**src/rtl/mdio_mgmt_pkg.sv**
```systemverilog
package mdio_mgmt_pkg;

   localparam int RANGE_W = 3;
   localparam int HALF_W  = 6;

   typedef enum logic {
      SEL_CTRL = 1'b0,
      SEL_DATA = 1'b1
   } mdio_sel_e;

   // half of the MDC period, in system clocks, for each range code
   function automatic logic [HALF_W-1:0] half_period(input logic [RANGE_W-1:0] code);
      case (code)
         3'd0:    half_period = 6'd8;
         3'd1:    half_period = 6'd13;
         3'd2:    half_period = 6'd21;
         3'd3:    half_period = 6'd31;
         3'd4:    half_period = 6'd51;
         default: half_period = 6'd62;
      endcase
   endfunction

endpackage

```
**src/rtl/mdio_clk_gen.sv**
```systemverilog
module mdio_clk_gen #(
   parameter int HALF_W = 6
) (
   input  logic              clk,
   input  logic              rst_n,
   input  logic              run,
   input  logic [HALF_W-1:0] half,
   output logic              mdc,
   output logic              rise,
   output logic              fall
);

   logic [HALF_W-1:0] cnt;
   logic              tick;

   assign tick = run && (cnt == half - 1'b1);
   assign rise = tick && !mdc;
   assign fall = tick && mdc;

   always_ff @(posedge clk or negedge rst_n) begin
      if (!rst_n) begin
         cnt <= '0;
         mdc <= 1'b0;
      end else if (!run) begin
         cnt <= '0;
         mdc <= 1'b0;
      end else if (tick) begin
         cnt <= '0;
         mdc <= ~mdc;
      end else begin
         cnt <= cnt + 1'b1;
      end
   end

   // MDC only starts toggling while a transaction runs
   a_r7_mdc_rise_in_run: assert property (@(posedge clk) disable iff (!rst_n)
      $rose(mdc) |-> run);

endmodule

```
**src/rtl/mdio_frame_seq.sv**
```systemverilog
module mdio_frame_seq #(
   parameter int FRAME_LEN = 64,
   parameter int TA_POS    = 46,
   parameter int DW        = 16
) (
   input  logic                 clk,
   input  logic                 rst_n,
   input  logic                 run,
   input  logic                 rise,
   input  logic                 fall,
   input  logic                 is_write,
   input  logic [FRAME_LEN-1:0] frame,
   input  logic                 din,
   output logic                 dout,
   output logic                 oe,
   output logic                 done,
   output logic [DW-1:0]        rd_data
);

   localparam int IDX_W = $clog2(FRAME_LEN);
   localparam logic [IDX_W-1:0] LAST_IDX = IDX_W'(FRAME_LEN - 1);
   localparam logic [IDX_W-1:0] TA_IDX   = IDX_W'(TA_POS);
   localparam logic [IDX_W-1:0] DATA_IDX = IDX_W'(TA_POS + 2);

   logic [IDX_W-1:0] idx;
   logic [DW-1:0]    rd_sh;

   assign done    = run && fall && (idx == LAST_IDX);
   assign dout    = frame[LAST_IDX - idx];
   assign oe      = run && (is_write || (idx < TA_IDX));
   assign rd_data = rd_sh;

   always_ff @(posedge clk or negedge rst_n) begin
      if (!rst_n) begin
         idx <= '0;
      end else if (!run) begin
         idx <= '0;
      end else if (fall && (idx != LAST_IDX)) begin
         idx <= idx + 1'b1;
      end
   end

   always_ff @(posedge clk or negedge rst_n) begin
      if (!rst_n) begin
         rd_sh <= '0;
      end else if (run && rise && !is_write && (idx >= DATA_IDX)) begin
         rd_sh <= {rd_sh[DW-2:0], din};
      end
   end

   // a driven MDIO bit only moves on a falling MDC edge
   a_r7_change_on_fall: assert property (@(posedge clk) disable iff (!rst_n)
      (run && $past(run) && oe && $past(oe) && (dout != $past(dout))) |-> $past(fall));

   // the driver is released mid-frame only for a read
   a_r5_release_read_only: assert property (@(posedge clk) disable iff (!rst_n)
      ($fell(oe) && run) |-> !is_write);

endmodule

```
**src/rtl/mdio_mgmt_master.sv**
```systemverilog
module mdio_mgmt_master
   import mdio_mgmt_pkg::*;
#(
   parameter int PRE_LEN     = 32,
   parameter int AW          = 5,
   parameter int DW          = 16,
   parameter int SYNC_STAGES = 2
) (
   input  logic        clk,
   input  logic        rst_n,
   input  logic        reg_wr_en,
   input  logic        reg_sel,
   input  logic [31:0] reg_wdata,
   output logic [31:0] ctrl_rdata,
   output logic [31:0] data_rdata,
   output logic        mdc,
   output logic        mdio_o,
   output logic        mdio_oe,
   input  logic        mdio_i
);

   localparam int TA_POS    = PRE_LEN + 4 + 2 * AW;
   localparam int FRAME_LEN = TA_POS + 2 + DW;

   // elaboration checks
   if (AW != 5) begin : g_bad_aw
      $error("address fields are fixed at 5 bits");
   end
   if (DW != 16) begin : g_bad_dw
      $error("data field is fixed at 16 bits");
   end
   if (PRE_LEN < 1) begin : g_bad_pre
      $error("preamble needs at least one bit");
   end
   if (SYNC_STAGES > 3) begin : g_bad_sync
      $error("at most 3 input synchroniser stages");
   end

   logic                busy_q;
   logic                wr_q;
   logic [RANGE_W-1:0]  range_q;
   logic [AW-1:0]       regad_q;
   logic [AW-1:0]       phy_q;
   logic [DW-1:0]       data_q;
   logic [HALF_W-1:0]   half_q;

   logic                rise, fall, seq_done;
   logic [DW-1:0]       rd_data;
   logic [FRAME_LEN-1:0] frame;
   logic                din_s;
   logic                wr_ctrl, wr_data;
   logic                unused_ok;

   assign unused_ok = ^{reg_wdata[31:16], reg_wdata[5]};
   assign wr_ctrl   = reg_wr_en && (reg_sel == SEL_CTRL);
   assign wr_data   = reg_wr_en && (reg_sel == SEL_DATA);

   always_ff @(posedge clk or negedge rst_n) begin
      if (!rst_n) begin
         busy_q  <= 1'b0;
         wr_q    <= 1'b0;
         range_q <= '0;
         regad_q <= '0;
         phy_q   <= '0;
         data_q  <= '0;
         half_q  <= '1;
      end else begin
         if (seq_done) begin
            busy_q <= 1'b0;
            if (!wr_q) data_q <= rd_data;
         end
         if (wr_ctrl) begin
            range_q <= reg_wdata[4:2];
            if (!busy_q) begin
               wr_q    <= reg_wdata[1];
               regad_q <= reg_wdata[10:6];
               phy_q   <= reg_wdata[15:11];
               busy_q  <= reg_wdata[0];
               if (reg_wdata[0]) half_q <= half_period(reg_wdata[4:2]);
            end
         end else if (wr_data && !busy_q) begin
            data_q <= reg_wdata[DW-1:0];
         end
      end
   end

   assign ctrl_rdata = {16'b0, phy_q, regad_q, 1'b0, range_q, wr_q, busy_q};
   assign data_rdata = {{(32-DW){1'b0}}, data_q};

   assign frame = {{PRE_LEN{1'b1}}, 2'b01, (wr_q ? 2'b01 : 2'b10),
                   phy_q, regad_q, (wr_q ? 2'b10 : 2'b11), data_q};

   // input synchroniser, chosen by parameter
   if (SYNC_STAGES == 0) begin : g_nosync
      assign din_s = mdio_i;
   end else begin : g_sync
      logic [SYNC_STAGES-1:0] chain;
      always_ff @(posedge clk or negedge rst_n) begin
         if (!rst_n) begin
            chain <= '1;
         end else begin
            chain[0] <= mdio_i;
            for (int s = 1; s < SYNC_STAGES; s++) chain[s] <= chain[s-1];
         end
      end
      assign din_s = chain[SYNC_STAGES-1];
   end

   mdio_clk_gen #(.HALF_W(HALF_W)) u_clk (
      .clk  (clk),
      .rst_n(rst_n),
      .run  (busy_q),
      .half (half_q),
      .mdc  (mdc),
      .rise (rise),
      .fall (fall)
   );

   mdio_frame_seq #(.FRAME_LEN(FRAME_LEN), .TA_POS(TA_POS), .DW(DW)) u_seq (
      .clk     (clk),
      .rst_n   (rst_n),
      .run     (busy_q),
      .rise    (rise),
      .fall    (fall),
      .is_write(wr_q),
      .frame   (frame),
      .din     (din_s),
      .dout    (mdio_o),
      .oe      (mdio_oe),
      .done    (seq_done),
      .rd_data (rd_data)
   );

   // MDC rests low while idle
   a_r7_mdc_idle_low: assert property (@(posedge clk) disable iff (!rst_n)
      !busy_q |-> !mdc);

   // the end of the frame clears busy
   a_r8_done_clears_busy: assert property (@(posedge clk) disable iff (!rst_n)
      seq_done |=> !busy_q);

   // control writes during a transaction leave the frame fields alone
   a_r9_fields_hold: assert property (@(posedge clk) disable iff (!rst_n)
      (busy_q && wr_ctrl) |=> ($stable(phy_q) && $stable(regad_q) && $stable(wr_q) && $stable(half_q)));

   // data writes during a transaction are dropped
   a_r10_data_hold: assert property (@(posedge clk) disable iff (!rst_n)
      (busy_q && wr_data && !seq_done) |=> $stable(data_q));

endmodule

```
**config.mk**
```make
export PLATFORM = sky130hd
export DESIGN_NAME = mdio_mgmt_master
export DESIGN_NICKNAME = d
export VERILOG_FILES = /design/src/rtl/mdio_mgmt_pkg.sv /design/src/rtl/mdio_clk_gen.sv /design/src/rtl/mdio_frame_seq.sv /design/src/rtl/mdio_mgmt_master.sv
export SDC_FILE = /design/constraint.sdc
export NUM_CORES = 1
export LEC_CHECK = 0
export ABC_AREA = 0
export BUFFER_PORTS_ARGS = -buffer_cell sky130_fd_sc_hd__buf_2
export CORE_UTILIZATION = 48
export CTS_CLUSTER_DIAMETER = 100
export DETAILED_ROUTE_END_ITERATION = 8
export HOLD_SLACK_MARGIN = 0.03
export PLACE_DENSITY = 0.77
export SYNTH_ARGS = -nofsm -noshare
export SYNTH_HDL_FRONTEND = slang
export SYNTH_SLANG_ARGS = --single-unit
export TNS_END_PERCENT = 30
```
**constraint.sdc**
```tcl
create_clock -name clk -period 2.4 [get_ports clk]
set_clock_uncertainty 0.1 [all_clocks]
set_input_delay 0.24 -clock clk [delete_from_list [all_inputs] [get_ports clk]]
set_output_delay 0.24 -clock clk [all_outputs]
set_load 0.01 [all_outputs]
```
# Word level (Yosys, flattened, before mapping)
# Index checks and enable logic that the tools add are counted.
dict set report totals {
  ff_bits 68
  in_bits 37
  output_inout_bits 67
  word_cells 69
}
dict set report classes {
  addsub 4
  n_lt_le_gt_ge 3
  n_eq_ne 9
  muxes 18
  bitwise 3
  reduce_logical 20
}
# operator n
set ops {}
lappend ops {{two-way mux 16 bit} 4}
lappend ops {{one-hot mux 6 bit (5 select lines)} 1}
lappend ops {{two-way mux 6 bit} 4}
lappend ops {{logical AND 1 bit} 13}
lappend ops {{adder 6 x 1 -> 6 bit (second input constant)} 2}
lappend ops {{less-than comparator 6 x 7 -> 1 bit (second input constant)} 1}
lappend ops {{two-way mux 1 bit} 7}
lappend ops {{binary-select mux 1 bit (select 6 bit)} 1}
lappend ops {{equality test 3 x 2 -> 1 bit (second input constant)} 2}
lappend ops {{equality test 6 bit} 1}
lappend ops {{equality test 6 bit (second input constant)} 1}
lappend ops {{>= comparator 6 bit (second input constant)} 1}
lappend ops {{less-than comparator 6 bit (second input constant)} 1}
lappend ops {{!= test 6 bit (second input constant)} 1}
lappend ops {{subtractor 6 x 1 -> 6 bit (second input constant)} 1}
lappend ops {{subtractor 6 bit (first input constant)} 1}
lappend ops {{!= test 2 x 1 -> 1 bit (second input constant)} 2}
lappend ops {{equality test 3 x 1 -> 1 bit (second input constant)} 1}
lappend ops {{equality test 3 bit (second input constant)} 1}
lappend ops {{logical NOT 1 bit} 3}
lappend ops {{logical NOT 3 bit} 1}
lappend ops {{inverter 1 bit} 3}
lappend ops {{AND reduction 3 bit} 1}
lappend ops {{two-way mux 2 bit} 1}
lappend ops {{other kinds (2)} 2}

# Longest topological paths before layout
# Gate-level depths: netlist of the first run.
dict set report logic_depth {
  ltp_word 9
  depth_mapped 8
  ltp_nobuf 7
}

# Hierarchy
# Synthesis of the first run repeated with hierarchy kept, for this count alone.
dict set report unflattened {
  cells_unflattened 355
  hier_area_um2 4165.2
}
# module n_inst cells_per_inst area_per_inst_um2 seq_area_each_um2
set modules_own_cells {}
lappend modules_own_cells {mdio_mgmt_master 1 196 2128.3 985.9}
lappend modules_own_cells {mdio_frame_seq 1 104 1537.7 550.5}
lappend modules_own_cells {mdio_clk_gen 1 55 499.2 175.2}

# Worst setup path after synthesis of the first run
# No wires, ideal clock.
dict set report synth_timing {
  kind {register to register}
  from {register half_q[0]}
  to {register u_seq.rd_sh[0], in the netlist u_seq.rd_data[0]}
  setup_time_ps 125
  arrival_ps 2110
  t_required_ps 2175
  slack_ps 65
  path_stages_with_launch 9
  path_buffers 1
  period_less_slack_ps 2335
  cell_sequence {dfstp_2 -> inv_1 -> ha_1 -> nor2b_1 -> or3_4 -> a31oi_4 -> nand3_4 -> buf_6 -> mux2_4}
}
dict set report synth_via {
  elab_chain_cells 7
}
# element line_no
set synth_rtl {}
lappend synth_rtl {{from (decl)} mdio_mgmt_master.sv:45} ;# logic [HALF_W-1:0] half_q;
lappend synth_rtl {{from (signal assigned)} mdio_mgmt_master.sv:79} ;# if (reg_wdata[0]) half_q <= half_period(reg_wdata[4:2]);
lappend synth_rtl {{subtractor 6 x 1 -> 6 bit} mdio_clk_gen.sv:16} ;# assign tick = run && (cnt == half - 1'b1);
lappend synth_rtl {{equality test 6 bit} mdio_clk_gen.sv:16}
lappend synth_rtl {{logical AND 1 bit} mdio_clk_gen.sv:16}
lappend synth_rtl {{logical AND 1 bit} mdio_clk_gen.sv:17} ;# assign rise = tick && !mdc;
lappend synth_rtl {{logical AND 1 bit (3 in a row)} mdio_frame_seq.sv:46} ;# end else if (run && rise && !is_write && (idx >= DATA_IDX)) begin
lappend synth_rtl {{to (signal assigned)} mdio_frame_seq.sv:47} ;# rd_sh <= {rd_sh[DW-2:0], din};
lappend synth_rtl {{to (decl)} mdio_frame_seq.sv:26} ;# logic [DW-1:0] rd_sh;
# No other way between the ends.
# A chain may end at the register's enable or synchronous reset.

# Worst setup path after layout of the first run
dict set report layout_timing {
  from {register u_seq.idx[0]}
  to {output port mdio_o}
}
dict set report layout_via {
  elab_chain_cells 3
}
# element line_no
set layout_rtl {}
lappend layout_rtl {{from (decl)} mdio_frame_seq.sv:25} ;# logic [IDX_W-1:0] idx;
lappend layout_rtl {{from (signal assigned)} mdio_frame_seq.sv:39} ;# idx <= idx + 1'b1;
lappend layout_rtl {{subtractor 6 bit} mdio_frame_seq.sv:29} ;# assign dout = frame[LAST_IDX - idx];
lappend layout_rtl {{binary-select mux 1 bit (select 6 bit)} mdio_frame_seq.sv:29}
lappend layout_rtl {{two-way mux 1 bit (implied by the code)} mdio_frame_seq.sv:29}
lappend layout_rtl {{to (decl)} mdio_mgmt_master.sv:17} ;# output logic mdio_o,
# No other way between the ends. The select of a mux whose other input is x is not followed.

==> results of run 1 <==
## final cells by class
type | count | area [sq um]
multi-input cells | 287 | 1970
inverters | 6 | 22.5
fillers | 650 | 3280
flip-flops and latches | 68 | 1710
clock buffers | 11 | 141
clock inverters | 5 | 85.1
repair buffers | 81 | 512
well taps | 102 | 128
## flip-flops by register name, indices dropped and copies added (netlist names)
signal         flops
u_seq.rd_data     16
range_q            3
u_seq.idx          6
half_q             6
regad_q            5
busy_q             1
g_sync.chain       2
phy_q              5
u_clk.cnt          6
data_q            16
u_clk.mdc          1
wr_q               1
## layout by cell type (no fill, tap or decap), types with 3 or more instances in the layout
cell type and instances:
a21oi_1 9, a31oi_1 18, buf_2 54, buf_4 20
clkbuf_8 10, conb_1 33, dfrtp_1 60, dfstp_2 8
ha_1 3, inv_1 6, mux2_1 6, mux2_2 15
mux2_4 10, mux2i_1 10, mux4_2 5, nand2_1 29
nand2b_1 3, nand3_1 20, nand3b_1 5, nand4_1 4
nor2_1 34, nor3_1 20, o21ai_1 17, xnor2_1 7
xor2_1 4
## stage by stage
step	std cells	util	total power, mW	setup WS [ns]	setup TNS (ns)
after CTS	557	0.577	4.37	0.00359	0
after global routing	560	0.582	4.63	-0.0532	-0.153
after detailed placement	538	0.541	3.28	-0.00809	-0.00809
final	560	0.582	4.38	0.0291	0
after floorplan	422	-	2.74	0.0647	0
after global placement	538	0.541	3.22	0.0324	0
## cells by family after synthesis
group / count (synthesis) / share of synthesized area
AND/OR/NAND/NOR: 130 / 0.164
XOR/XNOR: 12 / 0.0286
multiplexers: 46 / 0.152
buffers and inverters: 67 / 0.104
AO/OA/AOI/OAI: 62 / 0.103
flip-flops: 68 / 0.435
other: 1 / 0.000953
adder cells (fa/ha/maj): 4 / 0.0127
## worst max-delay path, stage by stage (launching register included)
cell,delay [ns]
dfrtp_1,0.38
buf_4,0.15
mux4_2,0.50
mux2i_1,0.17
nand3_1,0.14
o41ai_2,0.10
o21ai_2,0.10
buf_2,0.15
## final timing paths
check	to	slack [ns]	cells after the start
worst max-delay path	mdio_o	0.03	7
worst min-delay path	regad_q[3]$_DFFE_PN0P_	0.05	2
worst max register to register	u_seq.idx[4]$_DFFE_PN0P_	0.06	8
worst min register to register	g_sync.chain[1]$_DFF_PN1_	0.26	0
max in group asynchronous	half_q[5]$_DFFE_PN1P_	1.24	3
min in group asynchronous	range_q[2]$_DFFE_PN0P_	0.24	2
## timing repair
| action | 4_1_cts | 5_1_grt |
|---|---|---|
| endpoints found under the hold margin | 17 | 0 |
| buffers inserted | 1 | 3 |
| endpoints found under the setup margin | 6 | 9 |
| hold buffers | 2 | 0 |
| gates resized for setup | 3 | 5 |
| pin swaps | 3 | 2 |
## layer usage
metal | vias up | GRT usage
li1 | 1434 | -
met1 | 1540 | 0.270
met2 | 127 | 0.359
met3 | 20 | 0.0525
met4 | 0 | 0.0898
met5 | - | 0
## where the power goes
group	total (mW)	leakage, nW	internal, mW	switching (mW)
sequential	1.71	0.832	1.45	0.264
clock	1.07	0.110	0.617	0.456
combinational	1.59	1.04	0.706	0.888
==> impl_metrics.env, run 1 <==
export IMPL_clk_path_buf_depth=2
export IMPL_grt_pass1_vias=3036
export IMPL_synth_top_area_frac=0.382
export IMPL_design_area_sq_um=4570
export IMPL_die_area_sq_um=8560
export IMPL_cts_buffers=9
export IMPL_drive_above_1_share=0.319
export IMPL_yosysSeqAreaShare=0.435
export IMPL_fmax_mhz=422
export IMPL_rows=32
export IMPL_start_util=0.501
export IMPL_finalNetCount=494
export IMPL_synth_largest_area_cell="dfrtp_1"
export IMPL_ys_warn_count=0
export IMPL_setup_viol=0
export IMPL_cp_start_kind="register"
export IMPL_drcViolationCount=0
export IMPL_overflow=0
export IMPL_fin_crit_ns=2.37
export IMPL_synth_edf_count=0
export IMPL_min_path_type="input port to register"
export IMPL_wl_per_cell_microns=16.0
export IMPL_cts_sink_count=68
export IMPL_routed_wl_microns=8970
export IMPL_top_layer="met4"
export IMPL_hold_slack_ns=0.0453
export IMPL_die_h_microns=92.5
export IMPL_drt_first_iter_violations=203
export IMPL_m1WireLength_microns=3690
export IMPL_drtAntennaViolNets=0
export IMPL_antenna_found_initial=0
export IMPL_grt_max_degree=33
export IMPL_holdCritStartpoint="reg_wdata[9]"
export IMPL_rsz0062_at_grt="true"
export IMPL_antenna_cells=0
export IMPL_dr_pass1_iters=4
export IMPL_route_met2_wl_microns=4530
export IMPL_postSynthCellCount=390
export IMPL_cts_tree="done"
export IMPL_gp_congestion=0.843
export IMPL_ys_flop_type="dfrtp_1"
export IMPL_ys_top_cells_by_count="dfrtp_1 (60), buf_4 (36), nor2_1 (34), nand2_1 (29)"
export IMPL_syn_cell_area_sq_um=3940
export IMPL_path_max_fanout=4
export IMPL_avgSynthCellArea_sq_um=10.1
export IMPL_place_area_sq_um=4240
export IMPL_critPathLaunch="u_seq.idx[0]$_DFFE_PN0P_"
export IMPL_maxCapViolations=0
export IMPL_status="completed"
export IMPL_h_tree_depth=3
export IMPL_clk_latency_ns=0.35
export IMPL_dpl_hpwl_microns=6100
export IMPL_viasPerCell=5.57
export IMPL_synth_area_leaders="dfrtp_1 (38%), buf_4 (6.9%), dfstp_2 (5.3%)"
export IMPL_reg2reg_from="half_q[0]$_DFFE_PN1P_"
export IMPL_vias=3121
export IMPL_coreArea_sq_um=7850
export IMPL_arrival_ns=2.03
export IMPL_ys_seq_elements=68
export IMPL_fin_crit_sh=0.988
export IMPL_die_w_microns=92.5
export IMPL_yosysMostFrequentCell="dfrtp_1"
export IMPL_synth_async_reset_ratio=1.00
export IMPL_ir_drop_v=0.000445
export IMPL_synth_cell_types=52
export IMPL_crit_required_ns=2.06
export IMPL_power_density_nw_per_um2=959
export IMPL_p_leak_nw=1.98
export IMPL_worstSetupEndpointType="output port"
export IMPL_crit_type="register to output port"
export IMPL_grt_total_usage=0.216
export IMPL_clkTransAtPathRegs_ns=0.08
export IMPL_grt_pass1_wl_microns=14500
export IMPL_wl_met3_microns=550
export IMPL_port_buffers=54
export IMPL_cts_root_buf="clkbuf_8"
export IMPL_slew_violations=0
export IMPL_finalHoldViolations=0
export IMPL_num_io_pins=104
export IMPL_syn2layout_area_growth_pct=16.2
Note: power is estimated with default switching activity, not from simulation.
==> run 2: changes to the inputs <==
--- a/config.mk
+++ b/config.mk
@@ -7,11 +7,12 @@
 export LEC_CHECK = 0
 export ABC_AREA = 0
 export BUFFER_PORTS_ARGS = -buffer_cell sky130_fd_sc_hd__buf_2
-export CORE_UTILIZATION = 48
+export CORE_UTILIZATION = 57
 export CTS_CLUSTER_DIAMETER = 100
 export DETAILED_ROUTE_END_ITERATION = 8
 export HOLD_SLACK_MARGIN = 0.03
-export PLACE_DENSITY = 0.77
+export MAX_ROUTING_LAYER = met4
+export PLACE_DENSITY = 0.85
 export SYNTH_ARGS = -nofsm -noshare
 export SYNTH_HDL_FRONTEND = slang
 export SYNTH_SLANG_ARGS = --single-unit
==> constraint.sdc (replaced) <==
create_clock -name clk -period 3 [get_ports clk]
set_clock_uncertainty 0.1 [all_clocks]
set_input_delay 0.3 -clock clk [delete_from_list [all_inputs] [get_ports clk]]
set_output_delay 0.3 -clock clk [all_outputs]
set_load 0.01 [all_outputs]
==> run 2 against run 1 <==
Compared with the run above:
- global-route usage rose by 5.3 points
- count of clock-buffer cells in the layout is the same
- via count down 1.7%
- die area down 15%
- sequential share of layout area increased by 1.9 points
- sequential cell count did not move
- register-to-register slack improved by 0.27 ns
==> impl_metrics.env, run 2 (same netlist as run 1, synthesis figures left out) <==
export IMPL_maxCapViolations=0
export IMPL_cp_start_kind="register"
export IMPL_rows=29
export IMPL_min_path_type="input port to register"
export IMPL_die_w_microns=85.1
export IMPL_setup_tns_ns=0
export IMPL_route_met2_wl_microns=4300
export IMPL_path_cells="inv_1 > ha_1 > xnor2_1 > nor2_1 > o2111ai_2 > o21ai_1 > a31oi_1"
export IMPL_final_common_cell="dfrtp_1"
export IMPL_pre_cts_ws_ns=0.402
export IMPL_power_density_nw_per_um2=762
export IMPL_rsz0062_at_grt="false"
export IMPL_m1WireLength_microns=3670
export IMPL_clk_path_buf_depth=2
export IMPL_coreArea_sq_um=6490
export IMPL_syn2layout_area_growth_pct=10.6
export IMPL_mostFrequentLayoutCells="dfrtp_1 (60), buf_2 (54), nor2_1 (34)"
export IMPL_vias=3068
export IMPL_path_max_fanout=16
export IMPL_cpMaxStageDelayCell="dfstp_2"
export IMPL_viasPerCell=5.90
export IMPL_clk_latency_ns=0.35
export IMPL_port_buffers=54
export IMPL_routed_wl_microns=8680
export IMPL_grt_total_usage=0.269
export IMPL_fmax_mhz=374
export IMPL_drcViolationCount=0
export IMPL_crit_required_ns=3.08
export IMPL_cts_tree="done"
export IMPL_setup_viol=0
export IMPL_fin_crit_ns=2.67
export IMPL_drt_first_iter_violations=250
export IMPL_final_core_util=0.670
export IMPL_drive_above_1_share=0.287
export IMPL_worstSetupEndpointType="register"
export IMPL_ir_drop_v=0.000520
export IMPL_cts_buffers=9
export IMPL_status="completed"
export IMPL_num_io_pins=104
export IMPL_slew_violations=0
export IMPL_finalNetCount=479
export IMPL_fin_crit_sh=0.891
export IMPL_dr_pass1_iters=5
export IMPL_gp_congestion=0.840
export IMPL_nFillCells=496
export IMPL_final_setup_worst_slack_ns=0.326
export IMPL_die_h_microns=85.1
export IMPL_top_layer="met4"
export IMPL_h_tree_depth=3
export IMPL_dpl_hpwl_microns=5890
export IMPL_max_slew_margin=0.384
export IMPL_cts_sink_count=68
export IMPL_cts_root_buf="clkbuf_8"
export IMPL_path_delay_family="compound AO/OA/AOI/OAI gates"
export IMPL_p_leak_nw=1.89
export IMPL_critPathBufInv=1
export IMPL_die_area_sq_um=7240
export IMPL_grt_max_degree=36
export IMPL_wl_met3_microns=525
export IMPL_start_util=0.606
export IMPL_grt_pass1_wl_microns=14700
export IMPL_overflow=0
export IMPL_clkTransAtPathRegs_ns=0.08
export IMPL_worst_pin_slew_ns=0.921
export IMPL_postCtsSetupRepairBufs=0
export IMPL_grt_pass1_vias=3003
export IMPL_drtAntennaViolNets=0
export IMPL_place_inst=502
export IMPL_antenna_found_initial=0
export IMPL_wl_per_cell_microns=16.7
export IMPL_finalHoldViolations=0
export IMPL_crit_type="register to register"
export IMPL_antenna_cells=0
export IMPL_critPathMaxStageDelay_ns=0.58
export IMPL_fin_cells=520
export IMPL_arrival_ns=2.76
-- run 2: per-layer routing --
metal  track usage  vias to the layer above
met5             -                        -
met4         0.134                        0
met3        0.0496                       18
met2         0.423                      143
met1         0.337                     1497
li1              -                     1410
-- run 2: through the flow --
stage / area, sq um / hold WS [ns] / power (mW)
after floorplan: 4060 / -0.0956 / 2.19
after global placement: 4130 / 0.245 / 2.49
after detailed placement: 4130 / 0.247 / 2.54
after CTS: 4350 / 0.0901 / 3.32
after global routing: 4350 / 0.0983 / 3.49
final: 4350 / 0.0979 / 3.32
-- run 2: final timing paths --
path / start / to / slack (ns) / cells after the start
hold reg to reg: g_sync.chain[0]$_DFF_PN1_ / g_sync.chain[1]$_DFF_PN1_ / 0.26 / 0
setup reg to reg: half_q[0]$_DFFE_PN1P_ / data_q[9]$_DFF_PN0_ / 0.33 / 7
min in group asynchronous: rst_n / u_clk.cnt[2]$_DFF_PN0_ / 0.47 / 2
max in group asynchronous: rst_n / g_sync.chain[0]$_DFF_PN1_ / 1.61 / 3
setup / recovery: half_q[0]$_DFFE_PN1P_ / data_q[9]$_DFF_PN0_ / 0.33 / 7
hold / removal: reg_wdata[12] / phy_q[1]$_DFFE_PN0P_ / 0.1 / 2
-- run 2: power breakdown --
part	switching [mW]	internal (mW)	total [mW]
Clock	0.358	0.410	0.767
Sequential	0.217	1.16	1.38
Combinational	0.687	0.485	1.17
Total	1.26	2.06	3.32
-- run 2: repair_timing --
action	in CTS	in global routing
resized for setup	0	0
hold endpoints to repair	34	0
hold buffers	2	0
-- run 2: cell type report --
cell class / count / area, sq um / area share
clock inverter: 5 / 60.1 / 0.0138
timing repair buffer: 66 / 378 / 0.0869
clock buffer: 11 / 141 / 0.0325
inverter: 6 / 22.5 / 0.00518
sequential: 68 / 1710 / 0.393
multi-input combinational: 287 / 1940 / 0.446
tap: 77 / 96.3 / 0.0221
==> run 3: changes to the inputs <==
--- a/config.mk
+++ b/config.mk
@@ -7,12 +7,12 @@
 export LEC_CHECK = 0
 export ABC_AREA = 0
 export BUFFER_PORTS_ARGS = -buffer_cell sky130_fd_sc_hd__buf_2
-export CORE_UTILIZATION = 57
+export CORE_UTILIZATION = 30
 export CTS_CLUSTER_DIAMETER = 100
 export DETAILED_ROUTE_END_ITERATION = 8
 export HOLD_SLACK_MARGIN = 0.03
 export MAX_ROUTING_LAYER = met4
-export PLACE_DENSITY = 0.85
+export PLACE_DENSITY = 0.5
 export SYNTH_ARGS = -nofsm -noshare
 export SYNTH_HDL_FRONTEND = slang
 export SYNTH_SLANG_ARGS = --single-unit
==> run 3 against run 2 <==
Compared with the run above:
- register-to-register slack better by 0.04 ns
- wire length up 5.5%
- critical path type is now register to output port
- power up 8.8%
- global-route usage down 12 points
- critical path depth down 1
==> impl_metrics.env, run 3 (same netlist as run 1, synthesis figures left out) <==
export IMPL_maxCapViolations=0
export IMPL_drive_above_1_share=0.282
export IMPL_multi_input_area_sq_um=1940
export IMPL_setup_tns_ns=0
export IMPL_p_seq_frac=0.384
export IMPL_vias=2929
export IMPL_syn2layout_area_growth_pct=16.1
export IMPL_p_leak_nw=1.94
export IMPL_antenna_cells=0
export IMPL_port_buffers=54
export IMPL_cts_buffers=9
export IMPL_num_io_pins=104
export IMPL_finalHoldViolations=0
export IMPL_combPwrFrac=0.319
export IMPL_place_inst=597
export IMPL_dr_pass1_iters=4
export IMPL_overflow=0
export IMPL_r2r_setup_slack_ns=0.37
export IMPL_start_util=0.309
export IMPL_h_tree_depth=3
export IMPL_viasPerCell=4.76
export IMPL_power_density_nw_per_um2=790
export IMPL_internal_power_mw=2.33
export IMPL_grt_pass1_vias=2817
export IMPL_clk_path_buf_depth=2
export IMPL_nFillCells=1335
export IMPL_finalNetCount=479
export IMPL_antenna_found_initial=0
export IMPL_fin_crit_sh=0.910
export IMPL_cts_tree="done"
export IMPL_p_total_mw=3.61
export IMPL_status="completed"
export IMPL_clk_latency_ns=0.33
export IMPL_clkTransAtPathRegs_ns=0.06
export IMPL_gp_congestion=0.766
export IMPL_crit_type="register to output port"
export IMPL_min_path_type="input port to register"
export IMPL_cts_sink_count=68
export IMPL_path_max_fanout=12
export IMPL_die_area_sq_um=13600
export IMPL_die_w_microns=117
export IMPL_drtAntennaViolNets=0
export IMPL_register_area_sq_um=1710
export IMPL_clkPwrFrac=0.297
export IMPL_dpl_hpwl_microns=6530
export IMPL_pre_cts_ws_ns=0.385
export IMPL_rows=41
export IMPL_crit_required_ns=2.60
export IMPL_coreArea_sq_um=12700
export IMPL_setup_viol=0
export IMPL_mostFrequentLayoutCells="dfrtp_1 (60), buf_2 (54), nor2_1 (34)"
export IMPL_fin_crit_ns=2.73
export IMPL_drt_first_iter_violations=196
export IMPL_slew_violations=0
export IMPL_arrival_ns=2.33
export IMPL_cp_start_kind="register"
export IMPL_grt_pass1_wl_microns=15200
export IMPL_rsz0062_at_grt="false"
export IMPL_ir_drop_v=0.000348
export IMPL_hold_buffers=2
export IMPL_cts_resized=0
export IMPL_worst_pin_slew_ns=0.945
export IMPL_wl_per_cell_microns=14.9
export IMPL_fin_cells=615
export IMPL_grt_total_usage=0.152
export IMPL_final_common_cell="dfrtp_1"
export IMPL_worstSetupEndpointType="output port"
export IMPL_max_slew_margin=0.370
export IMPL_cts_root_buf="clkbuf_16"
export IMPL_drcViolationCount=0
export IMPL_postCtsSetupRepairBufs=0
export IMPL_die_h_microns=117
export IMPL_p_sw_mw=1.27
export IMPL_fmax_mhz=366
export IMPL_swShare=0.353
export IMPL_routed_wl_microns=9160
export IMPL_grt_max_degree=41
export IMPL_final_setup_worst_slack_ns=0.269
-- run 3: cell count changes in the layout (fill, tap and decap cells not counted) --
cell / before / now
clkbuf_8: 10 / 2
clkbuf_16: 0 / 9
clkbuf_1: 1 / 3
clkinvlp_4: 1 / 0
inv_6: 1 / 0
clkinv_4: 1 / 0
-- run 3: final timing paths --
check | to | cells after the start | start
max | mdio_o | 6 | u_seq.idx[0]$_DFFE_PN0P_
min | phy_q[2]$_DFFE_PN0P_ | 2 | reg_wdata[13]
max reg2reg | data_q[11]$_DFF_PN0_ | 6 | u_seq.idx[0]$_DFFE_PN0P_
min reg2reg | g_sync.chain[1]$_DFF_PN1_ | 0 | g_sync.chain[0]$_DFF_PN1_
max in group asynchronous | g_sync.chain[1]$_DFF_PN1_ | 3 | rst_n
min in group asynchronous | range_q[1]$_DFFE_PN0P_ | 2 | rst_n
-- run 3: through the flow --
stage,utilization,hold WS [ns],cell area (sq um)
2_1_floorplan,-,-0.0956,4060
3_3_place_gp,0.334,0.247,4250
3_5_place_dp,0.334,0.250,4250
4_1_cts,0.359,0.110,4570
5_1_grt,0.359,0.125,4570
6_report,0.359,0.121,4570
-- run 3: final cells by class --
type / instances / share of cell area
clock buffer: 14 / 0.0578
clock inverter: 2 / 0.00767
inverter: 6 / 0.00493
multi-input combinational: 287 / 0.425
sequential: 68 / 0.375
tap: 172 / 0.0471
timing repair buffer: 66 / 0.0827
-- run 3: worst max-delay path: stages, from the launching register on --
cell,delay (ns)
dfrtp_1,0.72
mux4_2,0.58
mux2i_1,0.22
nand3_1,0.11
o41ai_1,0.08
o21ai_1,0.12
buf_2,0.16
-- run 3: per-layer routing --
metal / up-vias / GRT usage / part of all wire
li1: 1421 / - / -
met1: 1435 / 0.197 / 0.46
met2: 65 / 0.239 / 0.49
met3: 8 / 0.0311 / 0.037
met4: 0 / 0.0430 / 0.0092
met5: - / - / 0
-- run 3: power by group through the flow --
stage / Combinational [mW] / Clock, mW / Sequential [mW]
final: 1.15 / 1.07 / 1.38
after global routing: 1.28 / 1.14 / 1.42
after CTS: 1.17 / 1.10 / 1.39
after detailed placement: 1.17 / 0 / 1.40
after global placement: 1.15 / 0 / 1.39
after floorplan: 0.788 / 0 / 1.40
